## src/rtl/tmr_ocmp_pkg.sv

```systemverilog
package tmr_ocmp_pkg;
   typedef enum logic [1:0] {
      OCM_HOLD   = 2'b00,
      OCM_TOGGLE = 2'b01,
      OCM_CLEAR  = 2'b10,
      OCM_SET    = 2'b11
   } ocm_mode_e;
endpackage

```

## src/rtl/tmr_ocmp_counter.sv

```systemverilog
module tmr_ocmp_counter #(
   parameter int CNT_W = 8
) (
   input  logic             clk,
   input  logic             rst_n,
   input  logic             tick,
   input  logic             wr_en,
   input  logic [CNT_W-1:0] wr_data,
   output logic [CNT_W-1:0] cnt_q
);
   localparam logic [CNT_W-1:0] ONE = CNT_W'(1);

   generate
      if (CNT_W < 2) begin : g_bad_width
         $error("tmr_ocmp_counter: CNT_W must be at least 2");
      end
   endgenerate

   always_ff @(posedge clk or negedge rst_n) begin
      if (!rst_n)     cnt_q <= '0;
      else if (wr_en) cnt_q <= wr_data;
      else if (tick)  cnt_q <= cnt_q + ONE;
   end

   assert_load_R2: assert property (@(posedge clk) disable iff (!rst_n)
      wr_en |=> (cnt_q == $past(wr_data)));
   assert_step_R2: assert property (@(posedge clk) disable iff (!rst_n)
      (tick && !wr_en) |=> (cnt_q == $past(cnt_q) + ONE));
endmodule

```

## src/rtl/tmr_ocmp_match.sv

```systemverilog
module tmr_ocmp_match #(
   parameter int CNT_W    = 8,
   parameter bit SET_WINS = 1'b1
) (
   input  logic             clk,
   input  logic             rst_n,
   input  logic             tick,
   input  logic             cnt_wr,
   input  logic [CNT_W-1:0] cnt_val,
   input  logic [CNT_W-1:0] cmp_val,
   input  logic             flag_clr,
   output logic             hit,
   output logic             flag_q
);
   logic blk_q;
   logic equal;

   assign equal = (cnt_val == cmp_val);
   assign hit   = tick && !cnt_wr && !blk_q && equal;

   always_ff @(posedge clk or negedge rst_n) begin
      if (!rst_n)      blk_q <= 1'b0;
      else if (cnt_wr) blk_q <= 1'b1;
      else if (tick)   blk_q <= 1'b0;
   end

   generate
      if (SET_WINS) begin : g_set_wins
         always_ff @(posedge clk or negedge rst_n) begin
            if (!rst_n)        flag_q <= 1'b0;
            else if (hit)      flag_q <= 1'b1;
            else if (flag_clr) flag_q <= 1'b0;
         end
      end else begin : g_clr_wins
         always_ff @(posedge clk or negedge rst_n) begin
            if (!rst_n)        flag_q <= 1'b0;
            else if (flag_clr) flag_q <= 1'b0;
            else if (hit)      flag_q <= 1'b1;
         end
      end
   endgenerate

   assert_flag_needs_hit_R8: assert property (@(posedge clk) disable iff (!rst_n)
      (!flag_q && !hit) |=> !flag_q);
   assert_flag_sticky_R8: assert property (@(posedge clk) disable iff (!rst_n)
      (flag_q && !flag_clr) |=> flag_q);
   assert_resume_R7: assert property (@(posedge clk) disable iff (!rst_n)
      (tick && !cnt_wr) |=> !blk_q);
endmodule

```

## src/rtl/tmr_ocmp_wave.sv

```systemverilog
module tmr_ocmp_wave
   import tmr_ocmp_pkg::*;
(
   input  logic       clk,
   input  logic       rst_n,
   input  logic       hit,
   input  logic       force_stb,
   input  logic [1:0] mode,
   input  logic       dir,
   input  logic       port_val,
   output logic       oc_q,
   output logic       pin_out,
   output logic       pin_oe
);
   logic act;
   logic oc_nxt;

   assign act = hit || force_stb;

   always_comb begin
      oc_nxt = oc_q;
      if (act) begin
         case (ocm_mode_e'(mode))
            OCM_TOGGLE: oc_nxt = !oc_q;
            OCM_CLEAR:  oc_nxt = 1'b0;
            OCM_SET:    oc_nxt = 1'b1;
            default:    oc_nxt = oc_q;
         endcase
      end
   end

   always_ff @(posedge clk or negedge rst_n) begin
      if (!rst_n) oc_q <= 1'b0;
      else        oc_q <= oc_nxt;
   end

   assign pin_out = (mode != 2'b00) ? oc_q : port_val;
   assign pin_oe  = dir;

   assert_hold_R4: assert property (@(posedge clk) disable iff (!rst_n)
      !act |=> $stable(oc_q));
   assert_clear_R4: assert property (@(posedge clk) disable iff (!rst_n)
      (act && mode == 2'b10) |=> !oc_q);
   assert_set_R4: assert property (@(posedge clk) disable iff (!rst_n)
      (act && mode == 2'b11) |=> oc_q);
   assert_toggle_R4: assert property (@(posedge clk) disable iff (!rst_n)
      (act && mode == 2'b01) |=> (oc_q != $past(oc_q)));
endmodule

```

## src/rtl/tmr_ocmp_unit.sv

```systemverilog
module tmr_ocmp_unit #(
   parameter int CNT_W    = 8,
   parameter bit SET_WINS = 1'b1
) (
   input  logic             clk,
   input  logic             rst_n,
   input  logic             tick,
   input  logic             cnt_wr,
   input  logic [CNT_W-1:0] cnt_wdata,
   input  logic             cmp_wr,
   input  logic [CNT_W-1:0] cmp_wdata,
   input  logic             mode_wr,
   input  logic [1:0]       mode_wdata,
   input  logic             force_stb,
   input  logic             flag_clr,
   input  logic             dir,
   input  logic             port_val,
   output logic [CNT_W-1:0] cnt_q,
   output logic [CNT_W-1:0] cmp_q,
   output logic [1:0]       mode_q,
   output logic             match_flag,
   output logic             oc_state,
   output logic             pin_out,
   output logic             pin_oe
);
   logic hit_w;

   always_ff @(posedge clk or negedge rst_n) begin
      if (!rst_n) begin
         cmp_q  <= '0;
         mode_q <= 2'b00;
      end else begin
         if (cmp_wr)  cmp_q  <= cmp_wdata;
         if (mode_wr) mode_q <= mode_wdata;
      end
   end

   tmr_ocmp_counter #(.CNT_W(CNT_W)) u_cnt (
      .clk(clk), .rst_n(rst_n), .tick(tick), .wr_en(cnt_wr),
      .wr_data(cnt_wdata), .cnt_q(cnt_q)
   );

   tmr_ocmp_match #(.CNT_W(CNT_W), .SET_WINS(SET_WINS)) u_match (
      .clk(clk), .rst_n(rst_n), .tick(tick), .cnt_wr(cnt_wr),
      .cnt_val(cnt_q), .cmp_val(cmp_q), .flag_clr(flag_clr),
      .hit(hit_w), .flag_q(match_flag)
   );

   tmr_ocmp_wave u_wave (
      .clk(clk), .rst_n(rst_n), .hit(hit_w), .force_stb(force_stb),
      .mode(mode_q), .dir(dir), .port_val(port_val),
      .oc_q(oc_state), .pin_out(pin_out), .pin_oe(pin_oe)
   );

   assert_block_next_R6: assert property (@(posedge clk) disable iff (!rst_n)
      cnt_wr |=> !hit_w);
   assert_force_keeps_cnt_R5: assert property (@(posedge clk) disable iff (!rst_n)
      (force_stb && !tick && !cnt_wr) |=> $stable(cnt_q));
   assert_force_no_flag_R5: assert property (@(posedge clk) disable iff (!rst_n)
      (force_stb && !hit_w && !match_flag) |=> !match_flag);
endmodule

```

## config.mk

```make
export PLATFORM = sky130hd
export DESIGN_NAME = tmr_ocmp_unit
export DESIGN_NICKNAME = d
export VERILOG_FILES = /design/src/rtl/tmr_ocmp_pkg.sv /design/src/rtl/tmr_ocmp_counter.sv /design/src/rtl/tmr_ocmp_match.sv /design/src/rtl/tmr_ocmp_wave.sv /design/src/rtl/tmr_ocmp_unit.sv
export SDC_FILE = /design/constraint.sdc
export NUM_CORES = 1
export LEC_CHECK = 0
export CAP_MARGIN = 20
export CORE_ASPECT_RATIO = 1.5
export CORE_MARGIN = 1
export CORE_UTILIZATION = 43
export CTS_CLUSTER_SIZE = 10
export DETAILED_ROUTE_END_ITERATION = 16
export PLACE_DENSITY = 0.82
export SLEW_MARGIN = 0
export SYNTH_ARGS = -nofsm -noshare
export SYNTH_HDL_FRONTEND = slang
export SYNTH_SLANG_ARGS = --single-unit
```

## constraint.sdc

```tcl
create_clock -name clk -period 4.6 [get_ports clk]
set_clock_uncertainty 0.05 [all_clocks]
set_input_delay 0.92 -clock clk [delete_from_list [all_inputs] [get_ports clk]]
set_output_delay 0.92 -clock clk [all_outputs]
set_load 0.005 [all_outputs]
```

==> impl_metrics.toml, run 1 <==
[outcome]
outcome = "finished clean"

[sta]
rsz0062_at_grt = "no"
finalSetupTns_ns = 0
relSlewSlack_pct = 38.7
timing.hold.ws_ns = 0.488
finalCritPeriodShare_pct = 65.1
fmax_mhz = 334
min_period_ns = 2.99
final_max_slew_viol_count = 0
final-setup-viol-count = 0
tightestPinTransition_ns = 0.916
hold_viol_final = 0

[worst_setup_path]
reg2reg_depth = 4
r2r_slack_ns = 2.96
crit_required_ns = 3.63
crit_type = "in2out"
crit_path_end = "pin_out"
r2r_end = "u_wave.oc_q"
worst_r2r_startpoint = "u_cnt.cnt_q[1]"
start_kind = "input port"
critPathLaunch = "port_val"
endpoint_kind = "output port"
crit_path_max_fanout = 1
cp.arrival_ns = 2.02

[floorplanning]
start_util_pct = 46.8
die_h_um = 63.4
die_width_um = 42.9
core_area_sq_um = 2310
top_level_ports = 50
dieArea_sq_um = 2720
rows = 21

[clock_network]
clkLatencyLatePin_ns = 0.30
cts_tree = "done"
cts_buffers = 3
clk_pin_slew_worst_paths_ns = 0.12
postCtsHoldBufs = 0
clk_path_buf_depth = 2
cts_resized = 0
cts_setup_buffers = 0
htree_levels = 1
cts_num_sinks = 21
root_buffer = "clkbuf_4"

[detailed_routing]
dr.pass1.iters = 4
wl_met2_um = 1160
dr.max_layer_used = "met4"
drtAntennaViolNets = 0
vias = 835
wl_met3_um = 132
wire_per_inst_um = 13.6
drtIter0Drc = 13
drt-met1-wl_um = 877
vias_per_cell = 5.15
wl_um = 2200
drc_errors = 0

[pwr]
swShare_pct = 27.4
power_per_cell_area_nw_per_um2 = 284
seq_power_share_pct = 51.8
intPower_uw = 321
p_switching_uw = 121
vdd_ir_drop_max_mv = 0.197
power.share.combinational_pct = 29.1
p_clk_share_pct = 19.2
p_leak_nw = 0.639

[worst_hold_path]
hold_path.class = "reg2reg"

[flow_run]
maxCapViolCount = 0

[yosys]
ys_async_sr_fraction_pct = 100
ys.warnings.count = 0
synth_edf_count = 0
synth_flop_cell = "dfrtp_1"
netlist_area_sq_um = 1080
ys_seq_area_share_pct = 48.6
synth_cell_types = 24
synth_area_per_cell_sq_um = 11.6
yosysTopAreaCell = "dfrtp_1"
synth_top_area_share_pct = 48.6
yosys-top-cells-area = "dfrtp_1 (49%), mux2_2 (11%), xor2_1 (11%)"
syn_nets = 122
synthCells = 93
ys_ff_latch = 21

[place]
io_buffers = 47
gp_congestion = 0.774
dp_cells = 158
dp_hpwl_um = 1700
placedInstanceArea_sq_um = 1530

[cells_and_area]
area_delta_synth_final_pct = 43.9
postLayoutCellArea_sq_um = 1560
antenna_cells = 0
layout-drive-gt1-share_pct = 13.7
fin_nets = 169
nFillCells = 186
final_cells = 162
fin_util_pct = 67.3
final_cell_mix = "clkdlybuf4s50_1 (47), dfrtp_1 (21), xor2_1 (13), nand2_1 (13), mux2_2 (11)"
final_common_cell = "clkdlybuf4s50_1"

[grt]
grt_pass1_wl_um = 3680
antenna_found_initial = 0
overflow = 0
grt_usage_pct = 17.6
grt_max_degree = 22
grt_pass1_vias = 871
## power groups by stage
stage                     Combinational [mW]  Clock [mW]  Sequential, mW
after global routing                   0.140      0.0961           0.232
after floorplan                       0.0568           0           0.230
final                                  0.128      0.0846           0.228
after detailed placement               0.129           0           0.232
after CTS                              0.130      0.0883           0.229
after global placement                 0.126           0           0.231
## sequential cells by signal, summed over array words and instances, names as in the netlist
signal and count:
cmp_q 8, u_cnt.cnt_q 8, mode_q 2, u_match.blk_q 1, u_match.flag_q 1, u_wave.oc_q 1
## stage by stage
step	power, mW	worst slack [ns]
after CTS	0.447	1.60
after global routing	0.468	1.59
after detailed placement	0.362	1.61
after global placement	0.357	1.63
after floorplan	0.287	2.46
final	0.441	1.61
## routing by layer
| layer | global-route usage (%) | vias up |
|---|---|---|
| met5 | 0 | - |
| met4 | 7.95 | 0 |
| met3 | 3.15 | 2 |
| met2 | 29.5 | 29 |
| met1 | 21.5 | 389 |
| li1 | - | 415 |
## worst min path at each step
stage | from | end | slack (ns) | cells after the start
final | u_match.blk_q | u_match.blk_q | 0.49 | 1
after global routing | u_match.blk_q | u_match.blk_q | 0.50 | 1
after detailed placement | u_match.blk_q | u_match.blk_q | 0.44 | 1
after global placement | u_match.blk_q | u_match.blk_q | 0.43 | 1
after floorplan | u_match.blk_q | u_match.blk_q | 0.42 | 1
after CTS | u_match.blk_q | u_match.blk_q | 0.49 | 1
## layout make-up
class | instances | area [sq um] | share of cell area [%]
Timing Repair Buffer | 47 | 470 | 30.2
Clock inverter | 1 | 5.00 | 0.322
Inverter | 2 | 7.51 | 0.483
Clock buffer | 3 | 22.5 | 1.45
Sequential cell | 21 | 526 | 33.8
Multi-Input combinational cell | 65 | 495 | 31.9
Tap cell | 23 | 28.8 | 1.85
## cell usage after synthesis (2+ instances only)
library cell and n:
dfrtp_1 21, nand2_1 13, xor2_1 13, mux2_2 11, o21ai_0 10, nand4_1 4, clkbuf_1 2, inv_1 2
xnor2_1 2
## kinds of logic (layout without fill, tap and decap cells)
logic type	count (synthesis)	after routing	synth area share, %
flip-flops	21	21	48.6
XOR/XNOR	15	15	12.2
buffers and inverters	7	53	5.56
multiplexers	12	12	12.4
AND/OR/NAND/NOR	24	24	12.5
adder cells (fa/ha/maj)	1	1	1.16
AO/OA/AOI/OAI	13	13	7.64
## worst max-delay path: stages
cell             delay (ns)
clkdlybuf4s50_1        0.40
mux2_2                 0.26
clkdlybuf4s50_1        0.44
Note: power is estimated with default switching activity, not from simulation.
==> run 2: changes to the inputs <==
CORE_UTILIZATION = 40   (was 43)
PLACE_DENSITY = 0.77   (was 0.82)
clock period = 3 ns   (was 4.6 ns; I/O delays follow)
==> run 2 against run 1 <==
  * First-iteration DRC count grew 62%
  * Hold slack lost 0.017 ns
  * Clock-buffer cell count grew 1
  * Combinational power grew 55%
  * Clock power grew 57%
  * Setup slack lost 0.95 ns
  * Routed wire length grew 2.7%
  * Non-clock buffer count grew 1
  * Via count grew 1.8%
  * Power grew 54%
  * Final cell count grew 8.6%
  * Largest cell class unchanged
==> impl_metrics.toml, run 2 (synthesis gave the netlist of run 1 again) <==
[outcome]
outcome = "finished clean"

[cells_and_area]
top_regs = "cmp_q (8), u_cnt.cnt_q (8), mode_q (2)"
final_cells = 176
antenna_cells = 0
multi_input_area_sq_um = 495
nFillCells = 206
fin_nets = 170
postLayoutCellArea_sq_um = 1580
final_common_cell = "clkdlybuf4s50_1"
final_cell_mix = "clkdlybuf4s50_1 (47), dfrtp_1 (21), xor2_1 (13), nand2_1 (13), mux2_2 (11)"
layout-drive-gt1-share_pct = 13.6
seq_area_sq_um = 526
area_delta_synth_final_pct = 45.9

[detailed_routing]
dr.pass1.iters = 4
drtIter0Drc = 21
vias = 850
drc_errors = 0
wl_um = 2260
vias_per_cell = 4.83
drtAntennaViolNets = 0
wire_per_inst_um = 12.8

[floorplanning]
rows = 22
core_area_sq_um = 2500
die_width_um = 44.4
top_level_ports = 50
dieArea_sq_um = 2920
start_util_pct = 43.2
die_h_um = 65.7

[worst_setup_path]
r2r_end = "u_wave.oc_q"
start_kind = "input port"
crit_type = "in2out"
crit_path_max_fanout = 1
worst_r2r_startpoint = "u_cnt.cnt_q[5]"
endpoint_kind = "output port"
crit_required_ns = 2.35
reg2reg_depth = 4
cp.arrival_ns = 1.69
r2r_slack_ns = 1.32

[clock_network]
clkLatencyLatePin_ns = 0.30
clk_pin_slew_worst_paths_ns = 0.11
cts_num_sinks = 21
root_buffer = "clkbuf_4"
cts_resized = 0
cts_setup_buffers = 0
cts_tree = "done"
postCtsHoldBufs = 0
htree_levels = 1
cts_buffers = 3
clk_path_buf_depth = 2

[sta]
rsz0062_at_grt = "no"
finalCritPeriodShare_pct = 78.1
tightestPinTransition_ns = 0.910
final_max_slew_viol_count = 0
final-setup-viol-count = 0
hold_viol_final = 0
fmax_mhz = 427
finalSetupTns_ns = 0
min_period_ns = 2.34
timing.hold.ws_ns = 0.471
relSlewSlack_pct = 39.1

[place]
dp_cells = 172
placedInstanceArea_sq_um = 1550
dp_hpwl_um = 1770
gp_congestion = 0.781
io_buffers = 47

[worst_hold_path]
hold_path.class = "reg2reg"
hold_path_depth = 1
hp-start = "u_match.blk_q"
min_to = "u_match.blk_q"

[grt]
grt_pass1_wl_um = 3730
overflow = 0
grt_pass1_vias = 860
antenna_found_initial = 0
grt_max_degree = 22
grt_usage_pct = 17.6

[flow_run]
maxCapViolCount = 0

[pwr]
vdd_ir_drop_max_mv = 0.252
p_leak_nw = 0.641
power_per_cell_area_nw_per_um2 = 432
## run 2: changes by cell type in the layout (fill, tap and decap cells not counted), sizes merged
cell / before / now
buf: 0 / 1
clkbuf: 3 / 4
clkinv: 1 / 0
## run 2: metal layers
layer	track usage (%)	wire length [um]	up-vias
met5	0	0	-
met4	7.95	22	0
met3	1.92	88	2
met2	32.4	1250	28
met1	19.3	900	406
li1	-	-	414
## run 2: metrics by stage
stage | total power [mW] | util (%) | setup WS, ns
detailed placement | 0.557 | 61.9 | 0.646
global placement | 0.550 | 61.9 | 0.671
floorplan | 0.439 | - | 1.33
CTS | 0.689 | 63.0 | 0.651
finish | 0.681 | 63.0 | 0.657
global route | 0.724 | 63.0 | 0.583
## run 2: final cells by class
type / instances / area share (%)
clock buffers: 4 / 1.67
inverters: 2 / 0.476
multi-input cells: 65 / 31.4
flip-flops and latches: 21 / 33.3
well taps: 36 / 2.85
repair buffers: 48 / 30.3
## run 2: how the worst max path moves through the flow
| stage | slack (ns) | end | startpoint | cells past startpoint |
|---|---|---|---|---|
| 2_1_floorplan | 1.33 | u_wave.oc_q | cnt_wr | 4 |
| 3_3_place_gp | 0.67 | pin_out | port_val | 3 |
| 3_5_place_dp | 0.65 | pin_out | port_val | 3 |
| 4_1_cts | 0.65 | pin_out | port_val | 3 |
| 5_1_grt | 0.58 | pin_out | mode_q[1] | 3 |
| 6_report | 0.66 | pin_out | port_val | 3 |
## run 2: worst max-delay path, stage by stage
cell,delay (ns)
clkdlybuf4s50_1,0.40
mux2_2,0.26
clkdlybuf4s50_1,0.44
## run 2: where the power goes
| part | internal [mW] | switching [mW] | total (mW) |
|---|---|---|---|
| Sequential | 0.313 | 0.0369 | 0.350 |
| Combinational | 0.130 | 0.0683 | 0.198 |
| Clock | 0.0517 | 0.0813 | 0.133 |
==> run 3: changes to the inputs <==
CORE_UTILIZATION = 36   (was 40)
PLACE_DENSITY = 0.73   (was 0.77)
clock period = 2.14 ns   (was 3 ns; I/O delays follow)
==> run 3 against run 2 <==
  * Hold slack lost 0.016 ns
  * Clock power grew 91%
  * Final cell count grew 2.8%
  * Critical path depth is the same
  * Largest power group unchanged
  * Critical path type is now reg2out
==> impl_metrics.toml, run 3 (synthesis gave the netlist of run 1 again) <==
[outcome]
outcome = "finished clean"

[pwr]
p_clk_share_pct = 24.8
swShare_pct = 26.3
vdd_ir_drop_max_mv = 0.347
intPower_uw = 755
power_per_cell_area_nw_per_um2 = 631
power.share.combinational_pct = 27.1
seq_power_share_pct = 48.1
p_switching_uw = 269
p_leak_nw = 0.668

[clock_network]
clk_path_buf_depth = 2
cts_buffers = 3
clk_pin_slew_worst_paths_ns = 0.07
clkLatencyLatePin_ns = 0.26
cts_tree = "done"
cts_num_sinks = 21
cts_setup_buffers = 0
root_buffer = "clkbuf_8"
htree_levels = 1

[floorplanning]
die_width_um = 46.7
rows = 24
dieArea_sq_um = 3230
top_level_ports = 50
start_util_pct = 37.5
core_area_sq_um = 2880
die_h_um = 69.1

[worst_setup_path]
crit_type = "reg2out"
path_cells = "nor2_2 > mux2_2 > dlymetal6s2s_1"
slowest_delay_ns = 0.42
crit_path_max_fanout = 5
endpoint_kind = "output port"
crit_required_ns = 1.66
start_kind = "flip-flop"
slowest_stage = "dfrtp_1"
cp.arrival_ns = 1.32

[detailed_routing]
vias = 860
drtAntennaViolNets = 0
vias_per_cell = 4.75
drc_errors = 0
drtIter0Drc = 2
wire_per_inst_um = 12.5
wl_um = 2270
dr.pass1.iters = 4

[cells_and_area]
seq_area_sq_um = 526
layout-drive-gt1-share_pct = 15.5
antenna_cells = 0
multi_input_area_sq_um = 498
final_common_cell = "clkdlybuf4s50_1"
top_regs = "cmp_q (8), u_cnt.cnt_q (8), mode_q (2)"
fin_nets = 172
area_delta_synth_final_pct = 49.9
final_cell_mix = "clkdlybuf4s50_1 (46), dfrtp_1 (21), xor2_1 (13), nand2_1 (13), mux2_2 (11)"
nFillCells = 276
fin_util_pct = 56.2

[sta]
min_period_ns = 1.79
rsz0062_at_grt = "no"
tightestPinTransition_ns = 0.382
final-setup-viol-count = 0
hold_viol_final = 0
fmax_mhz = 557
relSlewSlack_pct = 74.4
finalCritPeriodShare_pct = 83.8
final_max_slew_viol_count = 0
finalSetupTns_ns = 0

[grt]
antenna_found_initial = 0
overflow = 0
grt_usage_pct = 15.7
grt_max_degree = 22
grt_pass1_vias = 826
grt_pass1_wl_um = 3710

[flow_run]
maxCapViolCount = 0

[place]
dp_hpwl_um = 1790
gp_congestion = 0.780
io_buffers = 47

[worst_hold_path]
hold_path.class = "in2async"
[run 3: cell count changes in the layout (fill, tap and decap cells not counted)]
| cell | change |
|---|---|
| nor2_1 | -1 |
| dlymetal6s2s_1 | +1 |
| clkbuf_8 | +3 |
| buf_4 | +2 |
| clkdlybuf4s50_1 | -1 |
| nor2_2 | +1 |
| clkbuf_4 | -3 |
[run 3: metal layers]
metal | wire (um) | GRT usage [%]
met1 | 964 | 20.3
met4 | 45 | 6.67
met5 | 0 | 0
met3 | 137 | 2.88
met2 | 1120 | 24.5
[run 3: path summary, 6_finish.rpt]
kind | cells after the start | end | slack [ns] | from
max | 3 | pin_out | 0.35 | mode_q[0]
min | 2 | cmp_q[2] | 0.45 | rst_n
max reg2reg | 4 | u_wave.oc_q | 0.51 | u_cnt.cnt_q[1]
min reg2reg | 1 | u_match.blk_q | 0.46 | u_match.blk_q
max in group asynchronous | 2 | cmp_q[5] | 1.37 | rst_n
min in group clk | 1 | u_match.blk_q | 0.46 | u_match.blk_q
[run 3: power by group through the flow]
stage	Clock, mW	Sequential (mW)	Combinational (mW)
CTS	0.263	0.493	0.283
global route	0.283	0.500	0.303
global placement	0	0.498	0.276
floorplan	0	0.494	0.122
finish	0.254	0.492	0.277
detailed placement	0	0.501	0.281
[run 3: area by class of cell]
cell class	instances	area share, %
Clock buffer	4	2.78
Multi-Input combinational cell	65	30.7
Sequential cell	21	32.4
Tap cell	39	3.01
Timing Repair Buffer	50	30.6
Inverter	2	0.463
[run 3: per-stage QoR]
| stage | power [mW] | instance area (sq um) | hold slack, ns | std cells | setup WS, ns |
|---|---|---|---|---|---|
| final | 1.02 | 1620 | 0.455 | 181 | 0.346 |
| after global routing | 1.09 | 1620 | 0.476 | 181 | 0.277 |
| after CTS | 1.04 | 1620 | 0.460 | 181 | 0.0372 |
| after detailed placement | 0.782 | 1570 | 0.444 | 177 | 0.131 |
| after global placement | 0.774 | 1570 | 0.436 | 177 | 0.155 |
| after floorplan | 0.616 | 1080 | 0.0824 | 93 | 0.609 |
[run 3: worst max-delay path, delay by kind of cell, from the launching register on]
family	cells	cell delay, ns
buffers and inverters	1	0.15
multiplexers	1	0.34
AND/OR/NAND/NOR	1	0.15
flip-flops	1	0.42
[run 3: what timing repair did]
item                       CTS  global route
hold buffers                 0             0
setup endpoints to repair    0             1
resized for setup            0             2
